File: config.mk
export PLATFORM = sky130hd
export DESIGN_NAME = rowcmd_decoder
export DESIGN_NICKNAME = d
export VERILOG_FILES = /design/src/rtl/rowcmd_pkg.sv /design/src/rtl/rowcmd_deframe.sv /design/src/rtl/rowcmd_match.sv /design/src/rtl/rowcmd_opdec.sv /design/src/rtl/rowcmd_decoder.sv
export SDC_FILE = /design/constraint.sdc
export NUM_CORES = 1
export LEC_CHECK = 0
export BUFFER_PORTS_ARGS = -buffer_cell sky130_fd_sc_hd__buf_4
export CAP_MARGIN = 20
export CORE_MARGIN = 1.5
export CORE_UTILIZATION = 50
export CTS_BUF_LIST = sky130_fd_sc_hd__clkbuf_4
export CTS_CLUSTER_SIZE = 28
export DETAILED_ROUTE_END_ITERATION = 12
export PLACE_DENSITY_LB_ADDON = 0.1
export SYNTH_ARGS = -nofsm -noshare
export SYNTH_HDL_FRONTEND = slang
export SYNTH_SLANG_ARGS = --single-unit
File: constraint.sdc
create_clock -name clk_i -period 2.7 [get_ports clk_i]
set_clock_uncertainty 0.05 [all_clocks]
set_input_delay 0.54 -clock clk_i [delete_from_list [all_inputs] [get_ports clk_i]]
set_output_delay 0.54 -clock clk_i [all_outputs]
set_load 0.02 [all_outputs]
File: src/rtl/rowcmd_pkg.sv
package rowcmd_pkg;
  localparam int WIRES  = 3;
  localparam int CYCLES = 4;
  localparam int BEATS  = 2 * CYCLES;
  localparam int DEV_W  = 5;
  localparam int BANK_W = 5;
  localparam int ROW_W  = 9;
  localparam int OP_W   = 11;

  typedef struct packed {
    logic act;
    logic pre;
    logic refa;
    logic refp;
    logic pdn;
    logic nap;
    logic napc;
    logic attn;
    logic relax;
    logic tcal;
    logic tcen;
  } cmd_t;
endpackage

File: src/rtl/rowcmd_deframe.sv
module rowcmd_deframe
  import rowcmd_pkg::*;
#(
  parameter int CYC = CYCLES,
  parameter int W   = WIRES
) (
  input  logic                     clk_i,
  input  logic                     rst_ni,
  input  logic [W-1:0]             rise_i,
  input  logic [W-1:0]             fall_i,
  output logic                     last_o,
  output logic [2*CYC-1:0][W-1:0]  pkt_o
);
  localparam int HB = 2 * CYC - 2;
  localparam int CW = $clog2(CYC + 1);

  logic [CW-1:0]       left_q;
  logic [HB-1:0][W-1:0] hist_q;
  logic                start;

  // framing is only looked at while no packet is in flight
  assign start = (left_q == '0) && (rise_i[W-1] | rise_i[W-2]);

  always_ff @(posedge clk_i or negedge rst_ni) begin
    if (!rst_ni) begin
      left_q <= '0;
      hist_q <= '0;
    end else begin
      hist_q <= {hist_q[HB-3:0], rise_i, fall_i};
      if (start)              left_q <= CW'(CYC - 1);
      else if (left_q != '0)  left_q <= left_q - CW'(1);
    end
  end

  assign last_o = (left_q == CW'(1));
  // element 2*CYC-1 is bit time 0
  assign pkt_o  = {hist_q, rise_i, fall_i};
endmodule

File: src/rtl/rowcmd_match.sv
module rowcmd_match
  import rowcmd_pkg::*;
#(
  parameter int DW = DEV_W
) (
  input  logic          hi_t_i,
  input  logic          hi_f_i,
  input  logic [DW-2:0] lo_i,
  input  logic [DW-1:0] dev_id_i,
  output logic          hit_o,
  output logic          bcast_o
);
  assign bcast_o = hi_t_i & hi_f_i;
  assign hit_o   = bcast_o | ((hi_t_i ^ hi_f_i) && (dev_id_i == {hi_t_i, lo_i}));
endmodule

File: src/rtl/rowcmd_opdec.sv
module rowcmd_opdec
  import rowcmd_pkg::*;
#(
  parameter int OW = OP_W
) (
  input  logic          av_i,
  input  logic          bcast_i,
  input  logic [OW-1:0] op_i,
  output cmd_t          cmd_o
);
  logic rop, z, pwr0;

  assign rop  = ~av_i;
  assign z    = (op_i[2:0] == 3'b000);
  assign pwr0 = (op_i[5:4] == 2'b00);

  always_comb begin
    cmd_o       = '0;
    cmd_o.act   = av_i;
    cmd_o.pre   = rop & z & (op_i[OW-1:6] == 5'b11000);
    cmd_o.refa  = rop & z & pwr0 & (op_i[OW-1:6] == 5'b00011);
    cmd_o.refp  = rop & z & pwr0 & (op_i[OW-1:6] == 5'b10101);
    cmd_o.pdn   = rop & z & (op_i[5:4] == 2'b01);
    cmd_o.nap   = rop & z & (op_i[5:4] == 2'b10);
    cmd_o.napc  = rop & z & (op_i[5:4] == 2'b11);
    cmd_o.relax = rop & z & op_i[3];
    cmd_o.attn  = av_i | (rop & z & ~op_i[3] & (op_i != '0) & ~bcast_i);
    cmd_o.tcal  = rop & (op_i[OW-1:4] == '0) & (op_i[2:0] == 3'b001);
    cmd_o.tcen  = rop & (op_i[OW-1:4] == '0) & (op_i[2:0] == 3'b010);
  end
endmodule

File: src/rtl/rowcmd_decoder.sv
module rowcmd_decoder
  import rowcmd_pkg::*;
(
  input  logic              clk_i,
  input  logic              rst_ni,
  input  logic [DEV_W-1:0]  dev_id_i,
  input  logic [WIRES-1:0]  row_rise_i,
  input  logic [WIRES-1:0]  row_fall_i,
  output logic              act_o,
  output logic              pre_o,
  output logic              refa_o,
  output logic              refp_o,
  output logic              pdn_o,
  output logic              nap_o,
  output logic              napc_o,
  output logic              attn_o,
  output logic              relax_o,
  output logic              tcal_o,
  output logic              tcen_o,
  output logic [BANK_W-1:0] bank_o,
  output logic [ROW_W-1:0]  row_o
);
  // beat index of bit time t is BEATS-1-t
  localparam int T0 = BEATS - 1;

  logic                         last;
  logic [BEATS-1:0][WIRES-1:0]  pkt;
  logic                         hit, bcast, fire;
  logic [BANK_W-1:0]            bank;
  logic [ROW_W-1:0]             raddr;
  logic [OP_W-1:0]              op;
  cmd_t                         cmd, cmd_q;
  logic [BANK_W-1:0]            bank_q;
  logic [ROW_W-1:0]             row_q, ref_row_q;
  logic                         unused_rsv;

  rowcmd_deframe u_deframe (
    .clk_i  (clk_i),
    .rst_ni (rst_ni),
    .rise_i (row_rise_i),
    .fall_i (row_fall_i),
    .last_o (last),
    .pkt_o  (pkt)
  );

  rowcmd_match u_match (
    .hi_t_i   (pkt[T0][2]),
    .hi_f_i   (pkt[T0][1]),
    .lo_i     ({pkt[T0][0], pkt[T0-1]}),
    .dev_id_i (dev_id_i),
    .hit_o    (hit),
    .bcast_o  (bcast)
  );

  assign bank  = {pkt[T0-3][1], pkt[T0-3][2], pkt[T0-2][0], pkt[T0-2][1], pkt[T0-2][2]};
  assign raddr = {pkt[T0-5], pkt[T0-6], pkt[T0-7]};
  assign op    = {pkt[T0-4][2], pkt[T0-4][1], raddr};
  assign unused_rsv = ^{pkt[T0-3][0]};

  rowcmd_opdec u_opdec (
    .av_i    (pkt[T0-4][0]),
    .bcast_i (bcast),
    .op_i    (op),
    .cmd_o   (cmd)
  );

  assign fire = last & hit;

  always_ff @(posedge clk_i or negedge rst_ni) begin
    if (!rst_ni) begin
      cmd_q     <= '0;
      bank_q    <= '0;
      row_q     <= '0;
      ref_row_q <= '0;
    end else begin
      cmd_q <= fire ? cmd : '0;
      if (fire) begin
        bank_q <= bank;
        if (cmd.act)       row_q <= raddr;
        else if (cmd.refa) row_q <= ref_row_q;
        if (cmd.refa && (bank == '1)) ref_row_q <= ref_row_q + ROW_W'(1);
      end
    end
  end

  assign act_o   = cmd_q.act;
  assign pre_o   = cmd_q.pre;
  assign refa_o  = cmd_q.refa;
  assign refp_o  = cmd_q.refp;
  assign pdn_o   = cmd_q.pdn;
  assign nap_o   = cmd_q.nap;
  assign napc_o  = cmd_q.napc;
  assign attn_o  = cmd_q.attn;
  assign relax_o = cmd_q.relax;
  assign tcal_o  = cmd_q.tcal;
  assign tcen_o  = cmd_q.tcen;
  assign bank_o  = bank_q;
  assign row_o   = row_q;
endmodule

# Yosys cells after proc, flatten, opt, wreduce, memory -nomap -nowiden
# Index checks and enable logic that the tools add are counted.
[totals]
elab_cells = 76
regBits = 55
[classes]
add_sub_neg = 2
bitwise = 24
n_reduce_logical = 13
n_mux = 5
eq_ne = 11
[ops]
columns = ["cell", "n"]
rows = [
  ["2-to-1 mux 9 bit", 2],
  ["bitwise AND 1 bit", 17],
  ["equality test 5 bit, second input constant", 3],
  ["2-to-1 mux 11 bit", 1],
  ["nonzero test 11 bit", 1],
  ["adder 9 x 1 -> 9 bit, second input constant", 1],
  ["zero test 7 bit", 1],
  ["equality test 3 x 1 -> 1 bit, second input constant", 2],
  ["zero test 3 bit", 2],
  ["2-to-1 mux 3 bit", 2],
  ["equality test 5 x 2 -> 1 bit, second input constant", 1],
  ["equality test 5 bit", 1],
  ["equality test 2 bit, second input constant", 2],
  ["AND reduction 2 bit", 2],
  ["nonzero test 2 bit", 2],
  ["equality test 3 x 2 -> 1 bit, second input constant", 1],
  ["logical AND 1 bit", 3],
  ["inverter 1 bit", 3],
  ["bitwise OR 1 bit", 3],
  ["nonzero test 3 bit", 1],
  ["subtractor 3 x 1 -> 3 bit, second input constant", 1],
  ["equality test 2 x 1 -> 1 bit, second input constant", 1],
  ["zero test 2 bit", 1],
  ["bitwise XOR 1 bit", 1],
]

# Longest topological paths before layout
# Gate-level depths: netlist (run 1).
[logic_depth]
depth_word = 7
depth_mapped = 8
depth_no_buf = 7

# Modules after synthesis
# Synthesis (run 1) repeated with hierarchy kept, for this count alone.
[hier_totals]
cells_unflattened = 185
hier_area_um2 = 2297.2
[modules_own_cells]
columns = ["mod", "cells_per_inst", "n_inst", "seq_area_each_um2", "area_per_inst_um2"]
rows = [
  ["rowcmd_decoder", 113, 1, 850.8, 1388.8],
  ["rowcmd_deframe", 39, 1, 525.5, 680.7],
  ["rowcmd_opdec", 25, 1, 0.0, 156.4],
  ["rowcmd_match", 8, 1, 0.0, 71.3],
]

# Worst setup path after synthesis (run 1)
# OpenSTA, ideal clock, no wires.
[synth_path]
path_type = "input port to flip-flop"
start = "in dev_id_i[4]"
end = "reg ref_row_q[1]"
arrival_ns = 1.850
path_stages = 5
setup_slack_ns = 0.673
setup_ns = 0.128
required_time_ns = 2.522
path_buffers = 0
cell_sequence = "xor2_1 nor4_4 a21oi_4 nor3_2 mux2_1"
[synth_between]
elab_chain_len = 5
[synth_lines]
columns = ["item", "line", "rtl"]
rows = [
  ["start: declaration", "rowcmd_decoder.sv:6", "input logic [DEV_W-1:0] dev_id_i,"],
  ["equality test 5 bit", "rowcmd_match.sv:14", "assign hit_o = bcast_o | ((hi_t_i ^ hi_f_i) && (dev_id_i == {hi_t_i, lo_i}));"],
  ["logical AND 1 bit", "rowcmd_match.sv:14", ""],
  ["bitwise OR 1 bit", "rowcmd_match.sv:14", ""],
  ["bitwise AND 1 bit", "rowcmd_decoder.sv:67", "assign fire = last & hit;"],
  ["AND reduction 2 bit (no line)", "n/a", ""],
  ["end signal: assignment", "rowcmd_decoder.sv:81", "if (cmd.refa && (bank == '1)) ref_row_q <= ref_row_q + ROW_W'(1);"],
  ["end: declaration", "rowcmd_decoder.sv:34", "logic [ROW_W-1:0] row_q, ref_row_q;"],
]
# No other way between the ends.
# A chain may end at the register's enable or synchronous reset.

# Worst setup path in the final report (run 1)
[layout_path]
start = "reg u_deframe.hist_q (netlist bit u_deframe.pkt_o[23])"
end = "reg ref_row_q[1]"
[layout_between]
elab_chain_len = 5
[layout_lines]
columns = ["item", "line", "rtl"]
rows = [
  ["start: declaration", "rowcmd_deframe.sv:18", "logic [HB-1:0][W-1:0] hist_q;"],
  ["start signal: assignment", "rowcmd_deframe.sv:29", "hist_q <= {hist_q[HB-3:0], rise_i, fall_i};"],
  ["equality test 5 bit / bitwise XOR 1 bit (equally long branches)", "rowcmd_match.sv:14", ""],
  ["logical AND 1 bit", "rowcmd_match.sv:14", ""],
  ["bitwise OR 1 bit (*)", "rowcmd_match.sv:14", ""],
  ["bitwise AND 1 bit (*)", "rowcmd_decoder.sv:67", ""],
  ["AND reduction 2 bit (no line) (*)", "n/a", ""],
]
# Every way passes the cells marked *; elsewhere a longest branch is shown, timed or not.

==> results.yml, run 1 <==
run_status:
  status: "completed"
setup_path:
  rr_worst_depth: 5
  crit_buf_inv: 0
  end_kind: "flop"
  crit_slowest_cell: "nor4_4"
  path_max_fanout: 16
  startpoint: "u_deframe.pkt_o[23]"
  cp_top_family: "simple AND/OR/NAND/NOR gates"
  required_ns: 2.92
  cp.arrival_ns: 2.37
  worstPathCellList: "xor2_1 -> nor4_4 -> a21oi_4 -> nor3_2 -> mux2_1"
  cpPeakStageDelay_ns: 0.49
  crit_type: "reg -> reg"
  reg2reg_to: "ref_row_q[1]"
  cp-start-kind: "flop"
  r2r_slack_ns: 0.55
  r2r-start: "u_deframe.pkt_o[23]"
sta:
  max_freq_mhz: 464
  tightest_slew_ns: 0.671
  setup_violations: 0
  slew_headroom: 0.552
  hold_viol_final: 0
  finalMaxSlewViolations: 0
  rsz0062_at_grt: "false"
  tns_ns: 0
  fin_crit_ns: 2.15
  timing.final.crit_share: 0.798
  holdWs_ns: 0.140
synthesis:
  ys_top_cells_by_area: "dfrtp_1 53%, nand2_1 4.8%, and3_1 3.6%, mux2_2 3.5%, xor2_1 3.4%"
  synth_top_area_cell: "dfrtp_1"
  yosysSeqAreaShare: 0.529
  yosysWarnings: 0
  async_flop_share: 1.00
  syn_inst: 230
  synth_ff_type: "dfrtp_1"
  synth_area_mm2: 0.00260
  syn_nets: 248
  syn_avg_cell_area_um2: 11.3
  synth_edf_count: 0
  synth_cell_types: 40
  ys_ff_latch: 55
  yosysTopAreaCellShare: 0.529
layout:
  ff_latch_area_mm2: 0.00138
  layout-drive-gt1-share: 0.268
  final_common_cell: "dfrtp_1"
  areaGrowthSynthToFinish_pct: 15.6
  num_antenna_cells: 0
  finalNetCount: 287
  multi_input_area_mm2: 0.00112
  mostFrequentLayoutCells: "55 x dfrtp_1, 44 x buf_4, 33 x nand2_1"
  fillers: 443
clock_tree:
  clock_latency_ns: 0.37
  cts_buffers: 5
  cts_resized: 0
  clock_sinks: 55
  clock_path_buffers: 2
  cts_root_buffer: "clkbuf_4"
  h-tree-depth: 2
  clk_pin_slew_worst_paths_ns: 0.16
  hold_buffers: 0
  post-cts-setup-buffer-count: 0
  cts_tree: "yes"
grt:
  gr-usage-all-layers: 0.216
  grt_first_pass_wirelength_um: 8960
  grt_pass1_vias: 1793
  grt_max_degree: 56
  antenna_found_initial: 0
  overflow: 0
power:
  ir_drop_uv: 319
  powerDensity_mw_per_mm2: 628
  leakage_nw: 1.41
route:
  wl_um: 5540
  drtIter0Drc: 108
  wl_per_cell_um: 16.3
  viasPerCell: 5.60
  drtAntennaViolNets: 0
  dr_total_vias: 1899
  drc: 0
  drtPass1Iterations: 4
floorplan:
  fp.dieW_um: 75.1
  core_mm2: 0.00507
  fp-row-count: 26
  die-area_mm2: 0.00564
  ios: 38
  start_util: 0.512
  die_y_um: 75.1
worst_hold_path:
  worst_hold_path_type: "in -> async"
place:
  numPortBuffers: 37
  globalplace.congestion: 0.824
  dpl.hpwl_um: 3890
run:
  maxCapViolCount: 0
-- synthesized netlist by cell type (2+ instances only) --
cell / n
a21oi_1: 3
a221oi_1: 2
a22oi_1: 8
a31oi_1: 9
and2_1: 2
and3_1: 15
and4_1: 2
buf_4: 3
buf_6: 4
clkbuf_1: 5
dfrtp_1: 55
ha_1: 5
inv_1: 4
mux2_2: 8
nand2_1: 33
nand3_1: 15
nand3b_1: 2
nand4_1: 4
nor2_1: 8
nor3_1: 3
nor3b_1: 2
nor4_1: 3
nor4_2: 5
nor4_4: 3
xnor2_1: 3
xor2_1: 10
-- power by group --
part / switching [W] / total, W / internal (W)
sequential: 0.0000699 / 0.000987 / 0.000917
clock: 0.000243 / 0.000434 / 0.000190
combinational: 0.000262 / 0.000467 / 0.000205
-- routing by layer --
| layer | vias to the layer above | global-route usage | share of wire |
|---|---|---|---|
| li1 | 900 | - | - |
| met1 | 935 | 0.301 | 0.45 |
| met2 | 56 | 0.332 | 0.48 |
| met3 | 8 | 0.0455 | 0.046 |
| met4 | 0 | 0.0828 | 0.017 |
| met5 | - | 0 | 0 |
-- worst max-delay path by stage --
stage | endpoint | slack [ns] | cells after the start
after global routing | ref_row_q[1] | 0.42 | 5
final | ref_row_q[1] | 0.55 | 5
after CTS | ref_row_q[1] | 0.51 | 5
after floorplan | ref_row_q[1] | 0.67 | 5
after global placement | ref_row_q[1] | 0.37 | 6
after detailed placement | ref_row_q[1] | 0.29 | 6
-- through the flow --
| step | std cells | worst slack (ns) | instance area, um^2 | utilization | total power, W |
|---|---|---|---|---|---|
| after floorplan | 230 | 0.673 | 2600 | - | 0.00129 |
| after global placement | 332 | 0.366 | 2930 | 0.578 | 0.00146 |
| after detailed placement | 332 | 0.289 | 2930 | 0.578 | 0.00148 |
| after CTS | 339 | 0.508 | 3010 | 0.592 | 0.00191 |
| after global routing | 339 | 0.424 | 3010 | 0.592 | 0.00200 |
| final | 339 | 0.545 | 3010 | 0.592 | 0.00189 |
-- flip-flops by register name (all words and copies together), names as in the netlist --
register,cells
tcen_o,1
pdn_o,1
act_o,1
nap_o,1
u_deframe.left_q,3
pre_o,1
refp_o,1
ref_row_q,9
napc_o,1
attn_o,1
tcal_o,1
u_deframe.pkt_o,18
bank_o,5
relax_o,1
refa_o,1
row_o,9
-- logic make-up (layout without fill, tap and decap cells) --
group	Yosys count	in the layout	share of synthesized area
AOI/OAI and AO/OA	27	27	0.0746
xor gates and xnor gates	13	13	0.0438
adders and majority gates	5	5	0.0241
buffers and inverters	16	55	0.0390
DFF	55	55	0.529
muxes	9	9	0.0390
and+or+nand+nor	105	105	0.250
-- layout make-up --
class                           instances  area share
Timing Repair Buffer                   44       0.110
Sequential cell                        55       0.458
Inverter                                4     0.00499
Multi-Input combinational cell        159       0.373
Clock inverter                          2      0.0125
Tap cell                               70      0.0291
Clock buffer                            5      0.0125
-- worst register-to-register path, delay by kind of cell (launching register included) --
family / cells / cell delay, ns
flip-flops: 1 / 0.43
multiplexers: 1 / 0.34
XOR/XNOR: 1 / 0.20
AO/OA/AOI/OAI: 1 / 0.26
AND/OR/NAND/NOR: 2 / 0.79
Power figures use the tool's default switching activity.
==> inputs of run 2 (changes only) <==
==> constraint.sdc (replaced) <==
create_clock -name clk_i -period 2.05 [get_ports clk_i]
set_clock_uncertainty 0.05 [all_clocks]
set_input_delay 0.41 -clock clk_i [delete_from_list [all_inputs] [get_ports clk_i]]
set_output_delay 0.41 -clock clk_i [all_outputs]
set_load 0.02 [all_outputs]
==> run 2 against run 1 <==
Compared with the run above: first-iteration DRC count shrank 4.6%; fmax grew 13%; final cell count grew 2.4%; cell area grew 2.7%; non-clock buffer count grew 8; core utilization grew 1.6 points; die area is the same; critical endpoint is now ref_row_q[4]; largest cell class unchanged; largest power group unchanged.
==> results.yml, run 2 (synthesis results as in run 1) <==
clock_tree:
  clock_latency_ns: 0.36
  cts_buffers: 5
  clock_sinks: 55
  clock_path_buffers: 2
  cts_tree: "yes"
  cts_root_buffer: "clkbuf_4"
  h-tree-depth: 2
  hold_buffers: 0
  clk_pin_slew_worst_paths_ns: 0.14
route:
  wl_per_cell_um: 15.9
  viasPerCell: 5.60
  drtAntennaViolNets: 0
  drc: 0
  drtPass1Iterations: 7
  wl_um: 5520
  dr_total_vias: 1942
  drtIter0Drc: 103
power:
  powerDensity_mw_per_mm2: 808
  ir_drop_uv: 419
  power_w: 0.00249
  leakage_nw: 1.45
sta:
  timing.final.crit_share: 0.929
  hold_viol_final: 0
  fin_crit_ns: 1.91
  max_freq_mhz: 525
  slew_headroom: 0.549
  tns_ns: 0
  finalMaxSlewViolations: 0
  tightest_slew_ns: 0.676
  setup_violations: 0
  rsz0062_at_grt: "false"
setup_path:
  r2r-start: "u_deframe.pkt_o[23]"
  rr_worst_depth: 6
  cp.arrival_ns: 2.15
  cp_top_family: "simple AND/OR/NAND/NOR gates"
  crit_slowest_cell: "dfrtp_1"
  r2r_slack_ns: 0.14
  cpPeakStageDelay_ns: 0.43
  cp-start-kind: "flop"
  worstPathCellList: "xor2_1 -> nor4_4 -> a21oi_4 -> buf_4 -> nor4_2 -> xor2_1"
  end_kind: "flop"
  reg2reg_to: "ref_row_q[4]"
  required_ns: 2.30
  path_max_fanout: 5
  path_common_cell: "xor2_1"
  crit_buf_inv: 1
  crit_type: "reg -> reg"
grt:
  top_usage_layer: "met2"
  grt_pass1_vias: 1849
  gr-usage-met3: 0.0388
  gr-usage-all-layers: 0.219
  grt_use_met2: 0.335
  overflow: 0
  antenna_found_initial: 0
  grt_first_pass_wirelength_um: 9120
  met1_usage: 0.308
  grt_max_degree: 56
floorplan:
  fp.dieW_um: 75.1
  die-area_mm2: 0.00564
  die_y_um: 75.1
  fp-row-count: 26
  ios: 38
  start_util: 0.512
  core_mm2: 0.00507
layout:
  multi_input_area_mm2: 0.00113
  num_antenna_cells: 0
  final_util: 0.608
  areaGrowthSynthToFinish_pct: 18.7
  layout-drive-gt1-share: 0.296
  largest_register_ffs: 18
  finalNetCount: 295
  mostFrequentLayoutCells: "55 x dfrtp_1, 51 x buf_4, 33 x nand2_1"
  fillers: 453
  ff_latch_area_mm2: 0.00138
  final_common_cell: "dfrtp_1"
worst_hold_path:
  worst_hold_path_type: "in -> async"
run:
  maxCapViolCount: 0
place:
  dpl.hpwl_um: 3900
  numPortBuffers: 37
  globalplace.congestion: 0.865
run_status:
  status: "completed"
run 2: changes by cell type in the layout (fill, tap and decap cells not counted), sizes merged:
cell / delta
buf: +8
run 2: metal layers:
layer	wire length, um	up-vias
met2	2580	60
met3	280	9
met4	97	0
met1	2560	948
li1	-	925
met5	0	-
run 2: repair_timing:
item	in CTS	in global routing
gates resized for setup	0	2
buffers inserted	0	0
setup endpoints to repair	0	10
run 2: stage by stage:
stage                     area, um^2  hold WS, ns  setup WS [ns]  std cells
after global routing            3090       0.0528        0.00729        347
after detailed placement        3000        0.290         0.0449        340
after CTS                       3080       0.0241         0.0990        347
after floorplan                 2600       0.0644          0.127        230
after global placement          3000        0.284         0.0263        340
final                           3090       0.0209          0.145        347
run 2: cell type report:
class                           count  area share
Tap cell                           70      0.0284
Clock buffer                        5      0.0122
Inverter                            4     0.00486
Sequential cell                    55       0.446
Clock inverter                      2      0.0122
Multi-Input combinational cell    159       0.366
Timing Repair Buffer               52       0.131
run 2: how the worst max path moves through the flow:
stage / from / to / cells after the start
after floorplan: u_deframe.pkt_o[23] / ref_row_q[1] / 6
after global placement: dev_id_i[4] / ref_row_q[1] / 6
after detailed placement: row_fall_i[2] / ref_row_q[1] / 5
after CTS: u_deframe.left_q[1] / row_o[7] / 6
after global routing: u_deframe.pkt_o[23] / row_o[8] / 6
final: u_deframe.pkt_o[23] / ref_row_q[4] / 6
run 2: where the power goes:
part / switching, W / leakage [nW] / total, W / internal, W
Combinational: 0.000346 / 0.747 / 0.000628 / 0.000282
Sequential: 0.0000919 / 0.668 / 0.00130 / 0.00121
Clock: 0.000315 / 0.0373 / 0.000566 / 0.000250
==> inputs of run 3 (changes only) <==
--- a/config.mk
+++ b/config.mk
@@ -5,13 +5,14 @@
 export SDC_FILE = /design/constraint.sdc
 export NUM_CORES = 1
 export LEC_CHECK = 0
-export BUFFER_PORTS_ARGS = -buffer_cell sky130_fd_sc_hd__buf_4
+export BUFFER_PORTS_ARGS = -buffer_cell sky130_fd_sc_hd__buf_2
 export CAP_MARGIN = 20
 export CORE_MARGIN = 1.5
 export CORE_UTILIZATION = 50
 export CTS_BUF_LIST = sky130_fd_sc_hd__clkbuf_4
 export CTS_CLUSTER_SIZE = 28
 export DETAILED_ROUTE_END_ITERATION = 12
+export GPL_TIMING_DRIVEN = 0
 export PLACE_DENSITY_LB_ADDON = 0.1
 export SYNTH_ARGS = -nofsm -noshare
 export SYNTH_HDL_FRONTEND = slang
==> run 3 against run 2 <==
Compared with the run above: non-clock buffer count decreased by 1; clock-buffer cell count increased by 1; sequential power about the same; flip-flop and latch count unchanged; final cell count unchanged; first-iteration DRC count increased by 41%; cell area decreased by 3.4%; register-to-register slack got worse by 0.04 ns; routed wire length increased by 3.6%; critical endpoint is now ref_row_q[1]; largest cell class unchanged.
==> results.yml, run 3 (synthesis results as in run 1) <==
run_status:
  status: "completed"
place:
  dpl.hpwl_um: 3960
  globalplace.congestion: 0.834
  numPortBuffers: 37
  place_area_mm2: 0.00289
route:
  drtAntennaViolNets: 0
  drtIter0Drc: 145
  dr_total_vias: 1979
  viasPerCell: 5.70
  drtPass1Iterations: 4
  wl_um: 5720
  drc: 0
  wl_per_cell_um: 16.5
setup_path:
  cp.arrival_ns: 2.16
  cpPeakStageDelay_ns: 0.43
  crit_buf_inv: 1
  required_ns: 2.27
  cp-start-kind: "flop"
  crit_type: "reg -> reg"
  worstPathCellList: "xor2_1 -> nor4_4 -> buf_4 -> a21oi_4 -> nor3_4 -> mux2_1"
  path_max_fanout: 7
  cp_top_family: "simple AND/OR/NAND/NOR gates"
  crit_slowest_cell: "dfrtp_1"
  end_kind: "flop"
grt:
  gr-usage-all-layers: 0.220
  grt_pass1_vias: 1780
  antenna_found_initial: 0
  overflow: 0
  grt_first_pass_wirelength_um: 9070
  grt_max_degree: 31
run:
  maxCapViolCount: 0
clock_tree:
  clk_pin_slew_worst_paths_ns: 0.15
  cts_tree: "yes"
  h-tree-depth: 2
  clock_latency_ns: 0.37
  clock_path_buffers: 2
  clock_sinks: 55
  cts_root_buffer: "clkbuf_4"
  cts_buffers: 5
power:
  p_int_w: 0.00159
  net-switching-power_w: 0.000764
  leakage_nw: 1.43
  p_clk_frac: 0.204
  combPwrFrac: 0.245
  sequentialPowerShare: 0.552
  p_sw_frac: 0.325
  powerDensity_mw_per_mm2: 788
  ir_drop_uv: 341
layout:
  layout-drive-gt1-share: 0.289
  num_antenna_cells: 0
  final_common_cell: "dfrtp_1"
  largest_register_ffs: 18
  finalNetCount: 294
  areaGrowthSynthToFinish_pct: 14.7
  final_util: 0.588
  mostFrequentLayoutCells: "55 x dfrtp_1, 37 x buf_2, 33 x nand2_1"
  finalInstanceArea_mm2: 0.00298
sta:
  finalMaxSlewViolations: 0
  setup_violations: 0
  holdWs_ns: 0.0939
  tightest_slew_ns: 0.646
  hold_viol_final: 0
  slew_headroom: 0.567
  fin_crit_ns: 1.94
  timing.final.crit_share: 0.948
  max_freq_mhz: 515
  rsz0062_at_grt: "false"
floorplan:
  start_util: 0.512
  ios: 38
  fp.dieW_um: 75.1
  die_y_um: 75.1
  fp-row-count: 26
  core_mm2: 0.00507
  die-area_mm2: 0.00564
worst_hold_path:
  worst_hold_path_type: "in -> reg"
==> run 3: cell types whose count changed in the layout (fill, tap and decap cells not counted), moves of 3 or more <==
| cell | change |
|---|---|
| buf_4 | -47 |
| buf_2 | +37 |
| buf_6 | +4 |
| clkbuf_1 | +3 |
==> run 3: cell type report <==
class,count,area (um^2)
sequential,55,1380
inverter,4,15.0
fill,462,2090
tap,70,87.6
clock buffer,6,45.0
timing repair buffer,40,223
clock inverter,2,12.5
buffer,11,83.8
multi-input combinational,159,1140
==> run 3: routing by layer <==
| layer | GRT usage | vias up | wire length, um |
|---|---|---|---|
| met5 | 0 | - | 0 |
| met4 | 0.0747 | 0 | 79 |
| met3 | 0.0361 | 9 | 200 |
| met2 | 0.337 | 50 | 2790 |
| met1 | 0.317 | 990 | 2650 |
| li1 | - | 930 | - |
==> run 3: final timing paths <==
check	from	end	slack, ns	depth (start not counted)
min	row_rise_i[2]	u_deframe.pkt_o[11]	0.09	1
min in group asynchronous	rst_ni	bank_o[0]	0.50	2
max	u_deframe.pkt_o[23]	ref_row_q[1]	0.11	6
max in group asynchronous	rst_ni	u_deframe.pkt_o[13]	0.88	3
max reg2reg	u_deframe.pkt_o[23]	ref_row_q[1]	0.11	6
min reg2reg	u_deframe.pkt_o[12]	u_deframe.pkt_o[18]	0.32	0
==> run 3: power groups by stage <==
stage	clock network (W)	logic, W	registers (W)
floorplan	0	0.000299	0.00140
global placement	0	0.000559	0.00131
detailed placement	0	0.000572	0.00132
CTS	0.000489	0.000579	0.00130
global route	0.000539	0.000651	0.00132
finish	0.000478	0.000575	0.00130
==> run 3: through the flow <==
stage          setup TNS [ns]  worst slack [ns]  cells  total power (W)
6_report                    0             0.107    347          0.00235
5_1_grt                     0           0.00722    347          0.00251
3_5_place_dp           -0.447            -0.135    338          0.00189
3_3_place_gp           -0.412            -0.122    337          0.00187
4_1_cts                     0            0.0242    346          0.00237
2_1_floorplan               0             0.127    230          0.00169
==> run 3: what timing repair did <==
| item | CTS | global route |
|---|---|---|
| resized for setup | 3 | 4 |
| hold buffers | 1 | 0 |
| setup buffers | 0 | 1 |
| endpoints found under the hold margin | 25 | 0 |
| pin swaps | 1 | 2 |
| setup endpoints to repair | 4 | 14 |
